<file path="config.mk">
export PLATFORM = sky130hd
export DESIGN_NAME = ldstw_top
export DESIGN_NICKNAME = d
export VERILOG_FILES = /design/src/rtl/ldstw_pkg.sv /design/src/rtl/ldstw_evtsel.sv /design/src/rtl/ldstw_datapath.sv /design/src/rtl/ldstw_ctrl.sv /design/src/rtl/ldstw_top.sv
export SDC_FILE = /design/constraint.sdc
export NUM_CORES = 1
export LEC_CHECK = 0
export ABC_CLOCK_PERIOD_IN_PS = 4100
export BUFFER_PORTS_ARGS = -buffer_cell sky130_fd_sc_hd__buf_2
export CORE_MARGIN = 2
export CORE_UTILIZATION = 50
export CTS_BUF_LIST = sky130_fd_sc_hd__clkbuf_2 sky130_fd_sc_hd__clkbuf_4 sky130_fd_sc_hd__clkbuf_8
export DETAILED_ROUTE_END_ITERATION = 12
export PLACE_DENSITY = 0.75
export SLEW_MARGIN = 40
export SYNTH_ARGS = -nofsm -noshare
export SYNTH_HDL_FRONTEND = slang
export SYNTH_SLANG_ARGS = --single-unit
</file>
<file path="constraint.sdc">
create_clock -name clk -period 4.1 [get_ports clk]
set_input_delay 0.205 -clock clk [delete_from_list [all_inputs] [get_ports clk]]
set_output_delay 0.205 -clock clk [all_outputs]
set_load 0.05 [all_outputs]
</file>
<file path="src/rtl/ldstw_pkg.sv">
package ldstw_pkg;
  localparam int NUM_WP  = 2;
  localparam int NUM_CMP = 4;
  localparam int REG_AW  = 3;
  localparam logic [REG_AW-1:0] ADR_CTRL   = 3'd4;
  localparam logic [REG_AW-1:0] ADR_STATUS = 3'd5;

  typedef enum logic [1:0] {
    SEL_FIRST  = 2'b00,
    SEL_SECOND = 2'b01,
    SEL_BOTH   = 2'b10,
    SEL_EITHER = 2'b11
  } evtSel_t;

  typedef struct packed {
    logic    dataCare;
    evtSel_t dataSel;
    logic    addrCare;
    evtSel_t addrSel;
  } wpCfg_t;

  typedef struct packed {
    logic [NUM_WP-1:0] swEn;
    logic              nonMask;
    wpCfg_t            wp1;
    wpCfg_t            wp0;
  } ctrlReg_t;

  localparam int CTRL_W = $bits(ctrlReg_t);

  typedef struct packed {
    logic [NUM_CMP-1:0] loadRef;
    logic               loadCtrl;
    logic               clearStatus;
    logic               loadDbg;
  } ldstwStrobe_t;
endpackage

</file>
<file path="src/rtl/ldstw_evtsel.sv">
module ldstw_evtsel
  import ldstw_pkg::*;
(
  input  logic    hitFirst,
  input  logic    hitSecond,
  input  evtSel_t sel,
  input  logic    care,
  output logic    eventOk
);
  logic picked;

  always_comb begin
    unique case (sel)
      SEL_FIRST:  picked = hitFirst;
      SEL_SECOND: picked = hitSecond;
      SEL_BOTH:   picked = hitFirst & hitSecond;
      default:    picked = hitFirst | hitSecond;
    endcase
    eventOk = !care || picked;
  end
endmodule

</file>
<file path="src/rtl/ldstw_datapath.sv">
module ldstw_datapath
  import ldstw_pkg::*;
#(
  parameter int ADDR_W = 32,
  parameter int DATA_W = 32,
  localparam int WR_W = (ADDR_W > DATA_W) ? ADDR_W : DATA_W
) (
  input  logic               clk,
  input  logic               rstN,
  input  ldstwStrobe_t       strobe,
  input  logic [WR_W-1:0]    wrData,
  input  logic [ADDR_W-1:0]  busAddr,
  input  logic [DATA_W-1:0]  busData,
  output logic [NUM_CMP-1:0] cmpHit
);
  for (genvar g = 0; g < NUM_CMP; g++) begin : gCmp
    if (g < 2) begin : gAddr
      logic [ADDR_W-1:0] refVal;
      always_ff @(posedge clk or negedge rstN) begin
        if (!rstN)                 refVal <= '0;
        else if (strobe.loadRef[g]) refVal <= wrData[ADDR_W-1:0];
      end
      assign cmpHit[g] = (busAddr == refVal);
    end else begin : gData
      logic [DATA_W-1:0] refVal;
      always_ff @(posedge clk or negedge rstN) begin
        if (!rstN)                 refVal <= '0;
        else if (strobe.loadRef[g]) refVal <= wrData[DATA_W-1:0];
      end
      assign cmpHit[g] = (busData == refVal);
    end
  end
endmodule

</file>
<file path="src/rtl/ldstw_ctrl.sv">
module ldstw_ctrl
  import ldstw_pkg::*;
(
  input  logic               clk,
  input  logic               rstN,
  input  logic               regWrEn,
  input  logic [REG_AW-1:0]  regWrAddr,
  input  logic [CTRL_W-1:0]  ctrlWrData,
  input  logic               dbgWrEn,
  input  logic [NUM_WP-1:0]  dbgTrapEn,
  input  logic               busValid,
  input  logic [NUM_WP-1:0]  instrCond,
  input  logic               msrRecov,
  input  logic [NUM_CMP-1:0] cmpHit,
  output ldstwStrobe_t       strobe,
  output logic [NUM_WP-1:0]  devTrap,
  output logic [NUM_WP-1:0]  swTrap,
  output logic [NUM_WP-1:0]  hitStatus
);
  ctrlReg_t          ctrlReg;
  logic [NUM_WP-1:0] devEn;
  logic [NUM_WP-1:0] addrOk, dataOk, fire;
  logic              recognise;

  always_comb begin
    for (int i = 0; i < NUM_CMP; i++)
      strobe.loadRef[i] = regWrEn && (regWrAddr == REG_AW'(i));
    strobe.loadCtrl    = regWrEn && (regWrAddr == ADR_CTRL);
    strobe.clearStatus = regWrEn && (regWrAddr == ADR_STATUS);
    strobe.loadDbg     = dbgWrEn;
  end

  always_ff @(posedge clk or negedge rstN) begin
    if (!rstN)               ctrlReg <= '0;
    else if (strobe.loadCtrl) ctrlReg <= ctrlReg_t'(ctrlWrData);
  end

  always_ff @(posedge clk or negedge rstN) begin
    if (!rstN)              devEn <= '0;
    else if (strobe.loadDbg) devEn <= dbgTrapEn;
  end

  assign recognise = ctrlReg.nonMask || msrRecov;

  for (genvar w = 0; w < NUM_WP; w++) begin : gWp
    wpCfg_t cfg;
    assign cfg = (w == 0) ? ctrlReg.wp0 : ctrlReg.wp1;

    ldstw_evtsel u_addrSel (
      .hitFirst (cmpHit[0]),
      .hitSecond(cmpHit[1]),
      .sel      (cfg.addrSel),
      .care     (cfg.addrCare),
      .eventOk  (addrOk[w])
    );

    ldstw_evtsel u_dataSel (
      .hitFirst (cmpHit[2]),
      .hitSecond(cmpHit[3]),
      .sel      (cfg.dataSel),
      .care     (cfg.dataCare),
      .eventOk  (dataOk[w])
    );

    assign fire[w] = busValid && instrCond[w] && recognise && addrOk[w] && dataOk[w];
  end

  always_ff @(posedge clk or negedge rstN) begin
    if (!rstN) begin
      devTrap   <= '0;
      swTrap    <= '0;
      hitStatus <= '0;
    end else begin
      devTrap   <= fire & devEn;
      swTrap    <= fire & ctrlReg.swEn;
      hitStatus <= (strobe.clearStatus ? '0 : hitStatus) | fire;
    end
  end
endmodule

</file>
<file path="src/rtl/ldstw_top.sv">
module ldstw_top
  import ldstw_pkg::*;
(
  input  logic        clk,
  input  logic        rstN,
  input  logic        busValid,
  input  logic [31:0] busAddr,
  input  logic [31:0] busData,
  input  logic [1:0]  instrCond,
  input  logic        msrRecov,
  input  logic        regWrEn,
  input  logic [2:0]  regWrAddr,
  input  logic [31:0] regWrData,
  input  logic        dbgWrEn,
  input  logic [1:0]  dbgTrapEn,
  output logic [1:0]  devTrap,
  output logic [1:0]  swTrap,
  output logic [1:0]  hitStatus
);
  ldstwStrobe_t       strobe;
  logic [NUM_CMP-1:0] cmpHit;

  ldstw_datapath #(.ADDR_W(32), .DATA_W(32)) u_datapath (
    .clk    (clk),
    .rstN   (rstN),
    .strobe (strobe),
    .wrData (regWrData),
    .busAddr(busAddr),
    .busData(busData),
    .cmpHit (cmpHit)
  );

  ldstw_ctrl u_ctrl (
    .clk       (clk),
    .rstN      (rstN),
    .regWrEn   (regWrEn),
    .regWrAddr (regWrAddr),
    .ctrlWrData(regWrData[CTRL_W-1:0]),
    .dbgWrEn   (dbgWrEn),
    .dbgTrapEn (dbgTrapEn),
    .busValid  (busValid),
    .instrCond (instrCond),
    .msrRecov  (msrRecov),
    .cmpHit    (cmpHit),
    .strobe    (strobe),
    .devTrap   (devTrap),
    .swTrap    (swTrap),
    .hitStatus (hitStatus)
  );
endmodule

</file>
==> flow_metrics.env <==
export IMPL_grt_setup_unrepaired="no"
export IMPL_io_pin_count=115
export IMPL_die_h_um=124
export IMPL_area_delta_synth_final_pct=18.3
export IMPL_setup_viol=0
export IMPL_wl_per_cell_um=21.3
export IMPL_cts_root_buf="clkbuf_8"
export IMPL_die_w_um=124
export IMPL_cellLeakagePower_nw=3.74
export IMPL_yosysTopAreaCell="dfrtp_1"
export IMPL_drt_first_pass_iters=5
export IMPL_place_congestion=0.880
export IMPL_start_util=0.515
export IMPL_worst_skew_pair_late_latency_ps=450
export IMPL_power_density_mw_per_mm2=502
export IMPL_period_needed_ps=2450
export IMPL_r2r_cells=6
export IMPL_crit_buf_inv=0
export IMPL_hpwl_um=13700
export IMPL_fin_nets=781
export IMPL_post_cts_resized=0
export IMPL_grt_overflow=0
export IMPL_crit_fanout=3
export IMPL_finalMaxSlewViolations=0
export IMPL_fp_row_count=43
export IMPL_crit_cells=6
export IMPL_path_cells="xnor2_1 -> nand4_1 -> nor4_1 -> nand3_1 -> a31o_1 -> nor4b_1"
export IMPL_syn_inst=540
export IMPL_utilization=0.610
export IMPL_first_iter_violations=291
export IMPL_critical_path_top_delay_family="simple AND/OR/NAND/NOR gates"
export IMPL_status="finished clean"
export IMPL_skew_ps=10.8
export IMPL_grt_usage=0.253
export IMPL_grt_max_degree=93
export IMPL_drive_gt1_frac=0.439
export IMPL_vias=4838
export IMPL_worstSetupPathType="flip-flop to flip-flop"
export IMPL_maxSlewHeadroom=0.506
export IMPL_holdCritPathClass="input pin to flip-flop"
export IMPL_core_region_area_mm2=0.0140
export IMPL_yosysSeqAreaShare=0.524
export IMPL_syn_area_per_cell_um2=13.3
export IMPL_max_freq_mhz=409
export IMPL_grt_pass1_vias=5042
export IMPL_grt_first_pass_wirelength_um=28000
export IMPL_netlist_area_mm2=0.00721
export IMPL_synth_top_cell_area_share=0.524
export IMPL_drv_cap=0
export IMPL_ant_nets=0
export IMPL_routed_wirelength_um=18400
export IMPL_drc=0
export IMPL_dieArea_mm2=0.0154
export IMPL_clkSlewWorstSetupHoldPaths_ps=80
export IMPL_cts_tree="yes"
export IMPL_worstMarginPinSlew_ps=742
export IMPL_cp_required_ps=4440
export IMPL_syn_nets=649
export IMPL_startpoint_type="flip-flop"
export IMPL_cts_sinks=151
export IMPL_finalCritPeriodShare=0.597
export IMPL_crit_path_end_kind="flip-flop"
export IMPL_irDropWorstVdd_mv=0.316
export IMPL_synth_area_top_cells="dfrtp_1, mux2_2, xor2_1"
export IMPL_io_buffers=114
export IMPL_htreeDepth=4
export IMPL_cts_buffers=17
export IMPL_finalSetupTns_ps=0
export IMPL_ys_types=34
export IMPL_antenna_found_initial=1
export IMPL_cp_slowest_cell="nor4_1"
export IMPL_ys_warn_count=0
export IMPL_ys_ff_latch=151
export IMPL_cts_root_to_sink_buffers=2
export IMPL_max_stage_delay_ps=570
export IMPL_drt_vias_per_instance=5.59
export IMPL_hold_depth=2
export IMPL_hold_viol=0
export IMPL_critPathArrivalTime_ps=2790
final cells by class:
class,count,area (µm²)
antenna,1,2.50
clock buffer,19,255
clock inverter,12,201
fill,1126,5460
inverter,4,15.0
multi-input combinational,371,3360
sequential,151,3780
tap,180,225
timing repair buffer,127,692
kinds of logic (layout without fill, tap and decap cells):
kind of cell | count (synthesis) | in the layout | synth area share
compound gates | 17 | 17 | 0.0160
mux | 141 | 141 | 0.220
simple gates | 85 | 85 | 0.0729
buf+inv | 18 | 162 | 0.0109
flops | 151 | 151 | 0.524
other cells | 0 | 1 | 0
xor+xnor | 128 | 128 | 0.156
metrics by stage:
| step | cell area [µm²] | hold WS, ps | power (mW) | std cells | worst slack (ps) |
|---|---|---|---|---|---|
| after floorplan | 7210 | -90.6 | 2.63 | 540 | 2390 |
| after global placement | 8010 | 342 | 2.94 | 827 | 1770 |
| after detailed placement | 8010 | 342 | 2.99 | 827 | 1760 |
| after CTS | 8520 | 6.95 | 4.29 | 864 | 1700 |
| after global routing | 8530 | 14.2 | 4.48 | 865 | 1510 |
| final | 8530 | 27.0 | 4.28 | 865 | 1650 |
cells in the mapped netlist:
library cell	instances
a21oi_1	2
o31ai_1	2
a31o_1	1
a2111oi_1	2
nand2_1	12
a211oi_1	2
nor3_2	1
and2_1	1
o21a_1	1
nor4b_2	1
nor2b_1	1
nor4_1	36
buf_1	2
inv_1	4
dfrtp_1	151
xnor2_1	32
mux2_1	1
nand4b_1	1
nor4_2	1
or2_1	1
buf_2	9
nor4b_1	1
xor2_1	96
nor3b_2	1
and3b_1	1
o21ai_0	6
or2_2	2
nand3_1	3
nand4_1	16
nand2b_1	4
nor2_1	2
a31o_2	1
mux2_2	140
clkbuf_1	3
worst register-to-register path, cell delays in order (launching register included):
cell	delay [ps]
dfrtp_1	390
xnor2_1	410
nand4_1	210
nor4_1	580
nand3_1	190
a31o_1	300
nor4b_1	250
routing by layer:
metal | part of all wire | GRT usage
met5 | 0 | 0
met2 | 0.47 | 0.397
met1 | 0.44 | 0.336
met4 | 0.038 | 0.123
met3 | 0.051 | 0.0527
repair_timing:
item | CTS | global route
setup buffers | 0 | 0
hold buffers | 6 | 0
hold endpoints to repair | 92 | 0
sequential cells by signal, indices dropped and copies added, names as in the netlist:
signal / cells
u_ctrl.ctrlReg: 15
u_ctrl.devEn: 2
u_ctrl.devTrap: 2
u_ctrl.hitStatus: 2
u_ctrl.swTrap: 2
u_datapath.gCmp.gAddr.refVal: 64
u_datapath.gCmp.gData.refVal: 64
layout by cell type (no fill, tap or decap), types with 2 or more instances in the layout:
master         instances
dfrtp_1              151
mux2_2               140
buf_2                113
xor2_1                96
nor4_1                36
xnor2_1               32
clkbuf_8              19
nand4_1               16
nand2_1               12
buf_4                  7
o21ai_0                6
dlygate4sd3_1          6
clkinvlp_4             5
bufinv_16              5
inv_1                  4
nand2b_1               4
nand3_1                3
or2_2                  2
a211oi_1               2
a2111oi_1              2
a21oi_1                2
o31ai_1                2
path summary, 6_finish.rpt:
kind                       slack (ps)                                 from                                  end
hold reg to reg                   480                  u_ctrl.hitStatus[0]                  u_ctrl.hitStatus[0]
setup reg to reg                 1650  u_datapath.gCmp[0].gAddr.refVal[26]                     u_ctrl.swTrap[1]
max in group asynchronous        2720                                 rstN  u_datapath.gCmp[3].gData.refVal[17]
setup / recovery                 1650  u_datapath.gCmp[0].gAddr.refVal[26]                     u_ctrl.swTrap[1]
min in group asynchronous         380                                 rstN  u_datapath.gCmp[0].gAddr.refVal[13]
hold / removal                     30                        regWrData[29]  u_datapath.gCmp[2].gData.refVal[29]
power breakdown:
part	switching, mW	internal (mW)
Sequential	0.222	1.81
Clock	0.556	0.743
Combinational	0.471	0.478
Total	1.25	3.03
No activity file was read; power rests on OpenSTA's default activity.
